==> config.mk <==
export PLATFORM = sky130hd
export DESIGN_NAME = inj_snoop_ctl
export DESIGN_NICKNAME = d
export VERILOG_FILES = /design/src/rtl/inj_pkg.sv /design/src/rtl/inj_id_cmp.sv /design/src/rtl/inj_line_store.sv /design/src/rtl/inj_snoop_ctl.sv
export SDC_FILE = /design/constraint.sdc
export NUM_CORES = 1
export LEC_CHECK = 0
export BUFFER_PORTS_ARGS = -buffer_cell sky130_fd_sc_hd__buf_2
export CAP_MARGIN = 20
export CELL_PAD_IN_SITES_DETAIL_PLACEMENT = 1
export CELL_PAD_IN_SITES_GLOBAL_PLACEMENT = 2
export CORE_ASPECT_RATIO = 1.25
export CORE_UTILIZATION = 40
export CTS_CLUSTER_DIAMETER = 50
export DETAILED_ROUTE_END_ITERATION = 16
export PLACE_DENSITY_LB_ADDON = 0.1
export SKIP_LAST_GASP = 1
export SLEW_MARGIN = 20
export SYNTH_ARGS = -nofsm -noshare
export SYNTH_HDL_FRONTEND = slang
export SYNTH_SLANG_ARGS = --single-unit
==> constraint.sdc <==
create_clock -name clk -period 5.66 [get_ports clk]
set_input_delay 0.849 -clock clk [delete_from_list [all_inputs] [get_ports clk]]
set_output_delay 0.849 -clock clk [all_outputs]
set_load 0.05 [all_outputs]
==> src/rtl/inj_pkg.sv <==
package inj_pkg;

  typedef enum logic [1:0] {
    OP_FILL  = 2'd0,
    OP_READ  = 2'd1,
    OP_INVAL = 2'd2,
    OP_XFILL = 2'd3
  } op_e;

  typedef enum logic [1:0] {
    ST_I = 2'd0,
    ST_S = 2'd1,
    ST_E = 2'd2,
    ST_M = 2'd3
  } mesi_e;

  // State of the addressed line once the command has taken effect.
  function automatic mesi_e next_state(op_e op, logic hit, logic mine, mesi_e old);
    mesi_e r;
    unique case (op)
      OP_FILL:  r = ST_E;
      OP_READ:  r = hit ? old : ST_I;
      OP_INVAL: r = ST_I;
      default:  r = mine ? ST_M : ST_I;
    endcase
    return r;
  endfunction

  // Does the command push the stored line out to memory?
  function automatic logic needs_wb(op_e op, logic hit, logic mine, mesi_e stored);
    logic installs;
    installs = (op == OP_FILL) || mine;
    return (stored == ST_M) && ((installs && !hit) || (op == OP_INVAL && hit));
  endfunction

endpackage

==> src/rtl/inj_id_cmp.sv <==
module inj_id_cmp #(
  parameter int ID_W = 2
) (
  input  logic [ID_W-1:0] a,
  input  logic [ID_W-1:0] b,
  output logic            eq
);
  logic [ID_W-1:0] diff;
  assign diff = a ^ b;
  assign eq   = (diff == '0);
endmodule

==> src/rtl/inj_line_store.sv <==
module inj_line_store #(
  parameter int SETS   = 8,
  parameter int TAG_W  = 9,
  parameter int LINE_W = 64,
  parameter int IDX_W  = 3
) (
  input  logic              clk,
  input  logic              rst_n,
  input  logic              we,
  input  logic [IDX_W-1:0]  wr_idx,
  input  logic [TAG_W-1:0]  wr_tag,
  input  logic [1:0]        wr_state,
  input  logic [LINE_W-1:0] wr_data,
  input  logic [IDX_W-1:0]  rd_idx,
  output logic [TAG_W-1:0]  rd_tag,
  output logic [1:0]        rd_state,
  output logic [LINE_W-1:0] rd_data
);
  logic [TAG_W-1:0]  tag_q  [SETS];
  logic [1:0]        st_q   [SETS];
  logic [LINE_W-1:0] data_q [SETS];

  for (genvar s = 0; s < SETS; s++) begin : g_set
    logic sel;
    assign sel = we && (wr_idx == IDX_W'(s));
    always_ff @(posedge clk or negedge rst_n) begin
      if (!rst_n) begin
        tag_q[s]  <= '0;
        st_q[s]   <= 2'd0;
        data_q[s] <= '0;
      end else if (sel) begin
        tag_q[s]  <= wr_tag;
        st_q[s]   <= wr_state;
        data_q[s] <= wr_data;
      end
    end
  end

  assign rd_tag   = tag_q[rd_idx];
  assign rd_state = st_q[rd_idx];
  assign rd_data  = data_q[rd_idx];
endmodule

==> src/rtl/inj_snoop_ctl.sv <==
module inj_snoop_ctl
  import inj_pkg::*;
#(
  parameter int N_CORES = 4,
  parameter int ADDR_W  = 12,
  parameter int SETS    = 8,
  parameter int LINE_W  = 64,
  parameter int ID_W    = (N_CORES > 1) ? $clog2(N_CORES) : 1
) (
  input  logic              clk,
  input  logic              rst_n,
  input  logic [ID_W-1:0]   self_id,
  input  logic              cmd_valid,
  input  logic [1:0]        cmd_op,
  input  logic [ID_W-1:0]   cmd_core,
  input  logic [ADDR_W-1:0] cmd_addr,
  input  logic [LINE_W-1:0] cmd_data,
  output logic              rsp_valid,
  output logic              rsp_hit,
  output logic              rsp_inject,
  output logic [1:0]        rsp_state,
  output logic [LINE_W-1:0] rsp_data,
  output logic              wb_valid,
  output logic [ADDR_W-1:0] wb_addr,
  output logic [LINE_W-1:0] wb_data
);
  localparam int IDX_W = (SETS > 1) ? $clog2(SETS) : 1;
  localparam int TAG_W = ADDR_W - IDX_W;

  op_e               op;
  logic [IDX_W-1:0]  idx;
  logic [TAG_W-1:0]  tag;
  logic [TAG_W-1:0]  st_tag;
  logic [1:0]        st_raw;
  mesi_e             st_old;
  logic [LINE_W-1:0] st_data;
  logic              id_eq;

  // Named events for the checks below.
  logic  line_hit, ev_inject, ev_kill, ev_evict, installs;
  mesi_e nxt;
  logic              we;
  logic [TAG_W-1:0]  wr_tag;
  logic [LINE_W-1:0] wr_data;

  assign op     = op_e'(cmd_op);
  assign idx    = cmd_addr[IDX_W-1:0];
  assign tag    = cmd_addr[ADDR_W-1:IDX_W];
  assign st_old = mesi_e'(st_raw);

  inj_id_cmp #(.ID_W(ID_W)) u_id_cmp (
    .a  (cmd_core),
    .b  (self_id),
    .eq (id_eq)
  );

  assign line_hit  = (st_old != ST_I) && (st_tag == tag);
  assign ev_inject = cmd_valid && (op == OP_XFILL) && id_eq;
  assign ev_kill   = cmd_valid && (op == OP_XFILL) && !id_eq && line_hit;
  assign installs  = cmd_valid && ((op == OP_FILL) || ev_inject);
  assign nxt       = next_state(op, line_hit, ev_inject, st_old);
  assign ev_evict  = cmd_valid && needs_wb(op, line_hit, ev_inject, st_old);

  assign we      = installs || ev_kill || (cmd_valid && op == OP_INVAL && line_hit);
  assign wr_tag  = installs ? tag : st_tag;
  assign wr_data = installs ? cmd_data : st_data;

  inj_line_store #(
    .SETS(SETS), .TAG_W(TAG_W), .LINE_W(LINE_W), .IDX_W(IDX_W)
  ) u_store (
    .clk      (clk),
    .rst_n    (rst_n),
    .we       (we),
    .wr_idx   (idx),
    .wr_tag   (wr_tag),
    .wr_state (nxt),
    .wr_data  (wr_data),
    .rd_idx   (idx),
    .rd_tag   (st_tag),
    .rd_state (st_raw),
    .rd_data  (st_data)
  );

  always_ff @(posedge clk or negedge rst_n) begin
    if (!rst_n) begin
      rsp_valid  <= 1'b0;
      rsp_hit    <= 1'b0;
      rsp_inject <= 1'b0;
      rsp_state  <= ST_I;
      rsp_data   <= '0;
      wb_valid   <= 1'b0;
      wb_addr    <= '0;
      wb_data    <= '0;
    end else begin
      rsp_valid  <= cmd_valid;
      rsp_hit    <= cmd_valid && line_hit;
      rsp_inject <= ev_inject;
      rsp_state  <= cmd_valid ? nxt : ST_I;
      rsp_data   <= (cmd_valid && nxt != ST_I) ? wr_data : '0;
      wb_valid   <= ev_evict;
      wb_addr    <= ev_evict ? {st_tag, idx} : '0;
      wb_data    <= ev_evict ? st_data : '0;
    end
  end

  // fixed one-cycle response latency
  a_r2_rsp_follows_cmd: assert property (@(posedge clk) disable iff (!rst_n)
    cmd_valid |=> rsp_valid);
  a_r2_no_spurious_rsp: assert property (@(posedge clk) disable iff (!rst_n)
    !cmd_valid |=> !rsp_valid);
  // an injection aimed here always ends Modified
  a_r4_inject_modified: assert property (@(posedge clk) disable iff (!rst_n)
    rsp_inject |-> (rsp_valid && rsp_state == ST_M));
  // a foreign injection leaves the line Invalid and writes nothing back
  a_r6_foreign_drops: assert property (@(posedge clk) disable iff (!rst_n)
    (cmd_valid && cmd_op == 2'd3 && cmd_core != self_id) |=> (rsp_state == ST_I && !wb_valid));
  // a writeback is always part of a response
  a_r7_wb_with_rsp: assert property (@(posedge clk) disable iff (!rst_n)
    wb_valid |-> rsp_valid);
  // reads never evict
  a_r8_read_no_wb: assert property (@(posedge clk) disable iff (!rst_n)
    (cmd_valid && cmd_op == 2'd1) |=> !wb_valid);
endmodule

* After elaboration in Yosys (flattened, before gate mapping)
Cells that the tools add are included.
** Cells by class
- Magnitude comparators :: 1
- Eq/ne operators :: 12
- Multiplexer cells :: 18
- Bitwise operators :: 2
- Reduce and logical (&&, ||, !) cells :: 33
** Operators with widths (count)
- $mux W64 :: 5
- $bmux W64 S3 :: 1
- $bmux W9 S3 :: 1
- $mux W9 :: 3
- $logic_and A1 B1 Y1 :: 22
- $eq A3 B3 Y1 const B :: 4
- $mux W12 :: 1
- $mux W2 :: 5
- $eq A9 B9 Y1 :: 1
- $bmux W2 S3 :: 1
- $eq A2 B2 Y1 const B :: 3
- $eq A3 B2 Y1 const B :: 2
- $pmux W2 S3 :: 1
- $ge A4 B4 Y1 const B :: 1
- $logic_not A2 Y1 :: 2
- $logic_or A1 B1 Y1 :: 4
- $not A3 Y4 :: 1
- $reduce_bool A2 Y1 :: 2
- $eq A3 B1 Y1 const B :: 1
- $logic_not A3 Y1 :: 1
- $eq A2 B1 Y1 const B :: 1
- $logic_not A1 Y1 :: 2
- $xor A2 B2 Y2 :: 1
** Storage, ports and cells
- Register bits after elaboration :: 746
- Output and inout bits :: 146

* Depth between registers and ports, before layout
Gate-level depths: netlist of the first run.
- Depth in word-level cells :: 12
- Depth in mapped cells :: 15

* Modules after synthesis
Synthesis of the first run repeated with hierarchy kept, for this count alone.
** Unflattened totals
- Cells, all modules :: 2041
- Area, all modules :: 32697.6 um^2
** Modules (own cells, without submodules)
- inj_line_store :: times used 1, cells each 1539, area each 26654.3 um^2, sequential area each 15014.4 um^2
- inj_snoop_ctl :: times used 1, cells each 499, area each 6022.0 um^2, sequential area each 3653.5 um^2
- inj_id_cmp :: times used 1, cells each 3, area each 21.3 um^2, sequential area each 0.0 um^2

* Worst setup path before layout of the first run
No wires, ideal clock.
- Path type :: input -> register
- Start point :: input port cmd_addr[0]
- End point :: register u_store.data_q[33] in the netlist's numbering
- Setup time :: 0.125 ns
- Arrival :: 4.005 ns
- Setup slack :: 1.530 ns
- Stages :: 13
- Cell sequence :: buf_4 > buf_2 > mux4_2 > mux2i_1 > xor2_1 > nand4_1 > or4_1 > buf_2 > buf_2 > a21oi_1 > buf_4 > buf_6 > mux2_2
** Between the ends
- Longest elaborated chain between the ends :: 10
** RTL lines
- from (decl) :: line inj_snoop_ctl.sv:16 : input logic [ADDR_W-1:0] cmd_addr,
- $not A3 Y4 (not written as such) :: line inj_line_store.sv:39, inj_line_store.sv:40, inj_line_store.sv:41
- $bmux W9 S3 / $bmux W2 S3 (equally long branches) :: line inj_line_store.sv:39, inj_line_store.sv:40
- $mux W9 (not written as such) / $mux W2 (equally long branches) (2 in a row) :: line inj_line_store.sv:39, inj_line_store.sv:40
- $eq A9 B9 Y1 / $reduce_bool A2 Y1 (equally long branches) :: line inj_snoop_ctl.sv:57 : assign line_hit = (st_old != ST_I) && (st_tag == tag);
- $logic_and A1 B1 Y1 :: line inj_snoop_ctl.sv:57
- $logic_and A1 B1 Y1 :: line inj_snoop_ctl.sv:59 : assign ev_kill = cmd_valid && (op == OP_XFILL) && !id_eq && line_hit;
- $logic_or A1 B1 Y1 (2 in a row) :: line inj_snoop_ctl.sv:64 : assign we = installs || ev_kill || (cmd_valid && op == OP_INVAL && line_hit);
- $logic_and A1 B1 Y1 :: line inj_line_store.sv:25 : assign sel = we && (wr_idx == IDX_W'(s));
- to (signal, indexed assignment) :: line inj_line_store.sv:34 : data_q[s] <= wr_data;
- to (decl) :: line inj_line_store.sv:21 : logic [LINE_W-1:0] data_q [SETS];
Parallel ways exist; a longest one is shown, timed or not. The select of a mux whose other input is x is not followed.
A chain may end at the register's enable or synchronous reset.

* Worst setup path in the final report of the first run
- Start point :: input port cmd_addr[0]
- End point :: register u_store.tag_q[52] in the netlist's numbering
** Between the ends
- Longest elaborated chain between the ends :: 10
** RTL lines
- $not A3 Y4 (not written as such) :: line inj_line_store.sv:39, inj_line_store.sv:40
- $bmux W9 S3 / $bmux W2 S3 (equally long branches) :: line inj_line_store.sv:39, inj_line_store.sv:40
- $mux W9 (not written as such) / $mux W2 (equally long branches) (2 in a row) :: line inj_line_store.sv:39, inj_line_store.sv:40
- $eq A9 B9 Y1 / $reduce_bool A2 Y1 (equally long branches) :: line inj_snoop_ctl.sv:57
- $logic_and A1 B1 Y1 :: line inj_snoop_ctl.sv:57
- $logic_and A1 B1 Y1 :: line inj_snoop_ctl.sv:59
- $logic_or A1 B1 Y1 (2 in a row) :: line inj_snoop_ctl.sv:64
- $logic_and A1 B1 Y1 :: line inj_line_store.sv:25
- to (signal, indexed assignment) :: line inj_line_store.sv:32 : tag_q[s] <= wr_tag;
- to (decl) :: line inj_line_store.sv:19 : logic [TAG_W-1:0] tag_q [SETS];
Parallel ways exist; a longest one is shown, timed or not. The select of a mux whose other input is x is not followed.

==> flow_summary.toml, run 1 <==
[synth]
seq_area_frac_synth = 0.577
ys_types = 44
syn_area_um2 = 32300
syn-num-nets = 2198
syn_inst = 2113
syn_avg_cell_area_um2 = 15.3
synth-seq-cells = 746
ys_warn_count = 0

[setup_path]
critPathMaxFanout = 50
crit_chain = "buf_8 -> mux2_2 -> o22ai_1 -> or3_1 -> nand4_1 -> or4_1 -> or4_1 -> buf_4 -> a21o_4 -> buf_12 -> mux2_2"
critical_path_class = "primary input to register"
cp-end-kind = "register"
worstPathArrival_ns = 4.95
slowest_stage = "or4_1"
required_ns = 6.16
slowest_delay_ns = 0.66
critPathLaunchType = "primary input"

[power_and_ir_drop]
peakVddDrop_mv = 0.223
leakagePower_nw = 18.0
power_frac_comb = 0.204
powerDensity_nw_per_um2 = 434
p_switching_mw = 4.50
power_frac_seq = 0.451
internal_power_mw = 11.8
power_frac_clock = 0.345
p_sw_frac = 0.276

[final_layout]
nFillCells = 7824
layoutNonFillerInstCount = 3462
nets = 2420
layout_common_cells = "dfrtp_1, mux2_2, buf_2, nor2_1, mux4_2"
mostFrequentLayoutCell = "dfrtp_1"
final_util = 0.470
drive_gt1_frac = 0.488
antennaDiodeCount = 0
area_growth_pct = 16.3

[clock_network]
cts-resized-gates = 0
cts_buffers = 89
clkTransAtPathRegs_ns = 0.06
cts.sinks = 746
cts_root_buffer = "clkbuf_16"
cts_max_level = 3
ctsHoldBuffers = 0
cts_setup_buffers = 0
cts_buffer_depth = 3
cts_tree = "yes"
insertion_delay_ns = 0.64

[route]
remaining_drc_errors = 0
ant_nets = 0
drt-initial-drc-count = 905
wl_um = 82600
post_drt_wl_per_cell_um = 23.9
firstDrtPassIters = 4
drt-vias-per-instance = 5.36
vias = 18545

[sta]
fin_ws_ns = 1.21
period_share = 0.786
final-setup-viol-count = 0
hold_viol = 0
fin_setup_tns_ns = 0
final_max_slew_viol_count = 0
rsz0062_at_grt = "no"
hold_ws_ns = 0.257
slew_headroom = 0.390
tightestPinTransition_ns = 0.914
layout_min_cycle_time_ns = 4.45
fmax_mhz = 225
finClkSkew_ns = 0.0281

[global_route]
grt_antenna_before_repair = 0
grt_pass1_vias = 21203
grt_max_degree = 156
grt_pass1_wl_um = 131000
grt.overflow.total = 0
grt_usage = 0.207

[place]
pre_cts_slack_ns = 0.545
place.port_buffers = 230
gp_congestion = 0.731
dp_hpwl_um = 49200
dp_cells = 3306

[floorplanning]
core_area_um2 = 80000
die_h_um = 320
rows = 116
die_w_um = 256
die_area_um2 = 82000
initial_core_util = 0.404
ios = 231

[min_path]
hold_class = "primary input to asynchronous set/reset pin"

[run_status]
status = "finished clean"

[run]
maxCapViolations = 0
==> Yosys cell counts, drive strengths merged <==
cell,instances,share of area
dfrtp,746,0.58
mux2,606,0.22
nor2,144,0.017
mux4,135,0.094
buf,92,0.018
mux2i,75,0.023
a21oi,71,0.011
nor2b,67,0.013
clkbuf,50,0.0058
nand2,30,0.0035
o21ai,23,0.0036
o22ai,7,0.0014
inv,6,0.00070
a22oi,5,0.0012
xnor2,5,0.0014
and2,4,0.00077
nand2b,4,0.00077
nand3,4,0.00062
o31ai,4,0.00093
xor2,4,0.0011
a21o,3,0.00070
a31oi,3,0.00058
or2,3,0.00058
or3,3,0.00058
a211o,2,0.00054
and3,2,0.00039
nand3b,2,0.00046
nand4,2,0.00039
nor3,2,0.00031
or4,2,0.00046
a221o,1,0.00031
a221oi,1,0.00027
nor4b,1,0.00027
o2111ai,1,0.00046
o211a,1,0.00031
o221a,1,0.00035
o32a,1,0.00031
==> flip-flops by register name, indices dropped and copies added, names as in the netlist, 2 cells and up <==
signal	flops
rsp_state	2
wb_addr	12
wb_data	64
rsp_data	64
u_store.tag_q	72
u_store.data_q	512
u_store.st_q	16
==> per-layer routing <==
| layer | track usage | routed length, µm | vias to the layer above |
|---|---|---|---|
| met4 | 0.0585 | 1720 | 0 |
| met3 | 0.0268 | 2500 | 126 |
| met5 | 0 | 0 | - |
| met2 | 0.356 | 42000 | 298 |
| li1 | - | - | 8081 |
| met1 | 0.275 | 36400 | 10040 |
==> final timing paths <==
path / from / end / slack (ns) / depth (start not counted)
max in group asynchronous: rst_n / u_store.data_q[267]$_DFFE_PN0P_ / 4.02 / 2
worst min-delay path: rst_n / u_store.data_q[415]$_DFFE_PN0P_ / 0.26 / 1
worst max register to register: u_store.tag_q[11]$_DFFE_PN0P_ / u_store.tag_q[52]$_DFFE_PN0P_ / 1.62 / 10
min in group clk: cmd_valid / rsp_valid$_DFF_PN0_ / 0.47 / 1
worst max-delay path: cmd_addr[0] / u_store.tag_q[52]$_DFFE_PN0P_ / 1.21 / 11
worst min register to register: u_store.data_q[475]$_DFFE_PN0P_ / u_store.data_q[475]$_DFFE_PN0P_ / 0.50 / 1
==> worst max-delay path, delay by kind of cell <==
family,cells,cell delay [ns]
buffers and inverters,3,0.95
multiplexers,2,0.70
AO/OA/AOI/OAI,2,0.75
AND/OR/NAND/NOR,4,1.58
==> kinds of logic (layout without fill, tap and decap cells) <==
group,Yosys count,in the layout,share of synthesized area
simple gates,270,270,0.0388
compound gates,124,124,0.0218
flops,746,746,0.577
mux,816,816,0.335
buf+inv,148,435,0.0241
xor+xnor,9,9,0.00244
==> layout make-up <==
type	instances	area, µm²	area share
clock buffer	112	2430	0.0647
clock inverter	44	448	0.0119
inverter	6	25.0	0.000665
multi-input combinational	1219	13000	0.345
sequential	746	18700	0.496
tap	1062	1330	0.0353
timing repair buffer	273	1730	0.0459
==> power by group through the flow <==
| stage | Sequential (mW) | Clock (mW) | Combinational [mW] |
|---|---|---|---|
| after floorplan | 7.28 | 0 | 2.47 |
| after global placement | 7.32 | 0 | 3.26 |
| after detailed placement | 7.44 | 0 | 3.40 |
| after CTS | 7.35 | 5.80 | 3.41 |
| after global routing | 7.53 | 5.99 | 3.65 |
| final | 7.35 | 5.62 | 3.33 |
==> stage by stage <==
stage / power (mW) / area [µm²]
2_1_floorplan: 9.75 / 32300
6_report: 16.3 / 37600
3_3_place_gp: 10.6 / 34700
5_1_grt: 17.2 / 37600
4_1_cts: 16.6 / 37600
3_5_place_dp: 10.8 / 34700
Power figures use the tool's default switching activity.
==> run 2: changes to the inputs <==
==> constraint.sdc (replaced) <==
create_clock -name clk -period 3.8 [get_ports clk]
set_input_delay 0.57 -clock clk [delete_from_list [all_inputs] [get_ports clk]]
set_output_delay 0.57 -clock clk [all_outputs]
set_load 0.05 [all_outputs]
==> flow_summary.toml, run 2 (synthesis results as in run 1) <==
[place]
dp_hpwl_um = 53600
pre_cts_slack_ns = -0.274
gp_congestion = 0.738
place.port_buffers = 230
dp_cells = 3456

[setup_path]
required_ns = 4.31
r2r_cells = 10
critPathLaunchType = "register"
r2r-end = "u_store.tag_q[7]$_DFFE_PN0P_"
crit-reg2reg-launch = "u_store.tag_q[38]$_DFFE_PN0P_"
worstPathArrival_ns = 4.06
cp-end-kind = "register"
endpoint = "u_store.tag_q[7]$_DFFE_PN0P_"
critPathMaxFanout = 22
crit_path_start = "u_store.tag_q[38]$_DFFE_PN0P_"
reg2reg_slack_ns = 0.25
critical_path_class = "register to register"

[route]
remaining_drc_errors = 0
wl_um = 83000
ant_nets = 0
vias = 19007
drt-vias-per-instance = 5.26
post_drt_wl_per_cell_um = 23.0
drt-initial-drc-count = 823
firstDrtPassIters = 4

[floorplanning]
core_area_um2 = 80000
die_area_um2 = 82000
initial_core_util = 0.404
rows = 116
die_w_um = 256
ios = 231
die_h_um = 320

[sta]
period_share = 0.934
hold_viol = 0
fin_ws_ns = 0.253
layout_min_cycle_time_ns = 3.55
slew_headroom = 0.405
final-setup-viol-count = 0
final_max_slew_viol_count = 0
fmax_mhz = 282
finClkSkew_ns = 0.0249
rsz0062_at_grt = "no"
tightestPinTransition_ns = 0.893

[final_layout]
mostFrequentLayoutCell = "dfrtp_1"
regMostFlops = "u_store.data_q"
nets = 2569
area_growth_pct = 21.7
layout_common_cells = "dfrtp_1, mux2_2, buf_2, nor2_1, buf_4"
top_regs = "u_store.data_q: 512 flops, u_store.tag_q: 72 flops"
antennaDiodeCount = 0
largest_reg_flops = 512
drive_gt1_frac = 0.516
final_util = 0.492
layoutNonFillerInstCount = 3616
nFillCells = 7778

[run_status]
status = "finished clean"

[clock_network]
cts_tree = "yes"
cts.sinks = 746
cts_buffers = 87
cts_max_level = 3
insertion_delay_ns = 0.65
cts_buffer_depth = 3
clkTransAtPathRegs_ns = 0.06
cts_root_buffer = "clkbuf_16"

[run]
maxCapViolations = 0

[power_and_ir_drop]
leakagePower_nw = 18.9
internal_power_mw = 18.2
p_sw_frac = 0.270
power_frac_clock = 0.346
power_frac_seq = 0.439
power_mw = 24.9
powerDensity_nw_per_um2 = 634
p_switching_mw = 6.72
power_frac_comb = 0.215
peakVddDrop_mv = 0.357

[min_path]
hold_class = "primary input to register"

[global_route]
grt_antenna_before_repair = 0
grt_pass1_wl_um = 134000
grt.overflow.total = 0
grt_max_degree = 76
grt_usage = 0.211
grt_pass1_vias = 21901
run 2: cell types whose count changed in the layout (fill, tap and decap cells not counted):
| cell | delta |
|---|---|
| buf_12 | +37 |
| buf_4 | +113 |
| bufinv_16 | +4 |
| clkbuf_1 | +6 |
| clkbuf_16 | -1 |
| clkbuf_8 | +2 |
| clkinv_2 | -4 |
| clkinv_4 | -1 |
| dlygate4sd3_1 | +1 |
| inv_16 | +2 |
| inv_6 | -5 |
| mux2i_1 | -1 |
| mux2i_2 | +1 |
run 2: worst min-delay path by stage:
stage / cells past startpoint / startpoint / slack (ns) / endpoint
floorplan: 0 / rst_n / 0.27 / rsp_data[0]$_DFF_PN0_
global placement: 1 / u_store.data_q[36]$_DFFE_PN0P_ / 0.46 / u_store.data_q[36]$_DFFE_PN0P_
global route: 1 / cmd_valid / 0.15 / rsp_valid$_DFF_PN0_
CTS: 1 / cmd_valid / 0.13 / rsp_valid$_DFF_PN0_
finish: 1 / cmd_valid / 0.18 / rsp_valid$_DFF_PN0_
detailed placement: 1 / u_store.data_q[60]$_DFFE_PN0P_ / 0.48 / u_store.data_q[60]$_DFFE_PN0P_
run 2: power groups by stage:
stage / logic, mW / registers, mW / clock network (mW)
2_1_floorplan: 3.69 / 10.8 / 0
3_3_place_gp: 5.25 / 10.9 / 0
3_5_place_dp: 5.47 / 11.1 / 0
4_1_cts: 5.49 / 10.9 / 8.90
5_1_grt: 5.89 / 11.2 / 9.19
6_report: 5.37 / 10.9 / 8.62
run 2: per-layer routing:
layer	vias to the layer above	routed length, µm	GRT usage
li1	8384	-	-
met3	120	2950	0.0310
met5	-	0	0
met4	0	2100	0.0659
met2	325	42600	0.364
met1	10178	35300	0.273
run 2: critical path: stages, from the launching register on:
cell and delay, ns:
dfrtp_1 0.38, mux2_2 0.27, o22ai_1 0.20, or3_1 0.14
nand4_1 0.12, or4_1 0.55, or4_1 0.54, buf_4 0.22
a21oi_4 0.30, buf_12 0.27, mux2_2 0.37
run 2: what timing repair did:
item / CTS / global route
buffers inserted: 0 / 0
setup endpoints to repair: 0 / 0
resized for setup: 0 / 0
hold buffers: 1 / 0
hold endpoints to repair: 58 / 0
run 2: final cells by class:
class / count / area (µm²) / share of cell area
Clock buffer: 119 / 2460 / 0.0625
Clock inverter: 40 / 536 / 0.0136
Inverter: 6 / 25.0 / 0.000636
Multi-Input combinational cell: 1219 / 13000 / 0.330
Sequential cell: 746 / 18700 / 0.475
Tap cell: 1062 / 1330 / 0.0338
Timing Repair Buffer: 424 / 3320 / 0.0845
run 2: through the flow:
stage          cell area, µm²  setup TNS [ns]  hold WS, ns
5_1_grt                 39300               0        0.150
2_1_floorplan           32300               0        0.274
4_1_cts                 39300               0        0.129
3_5_place_dp            36300         -121.85        0.478
3_3_place_gp            36300         -136.48        0.464
6_report                39300               0        0.177
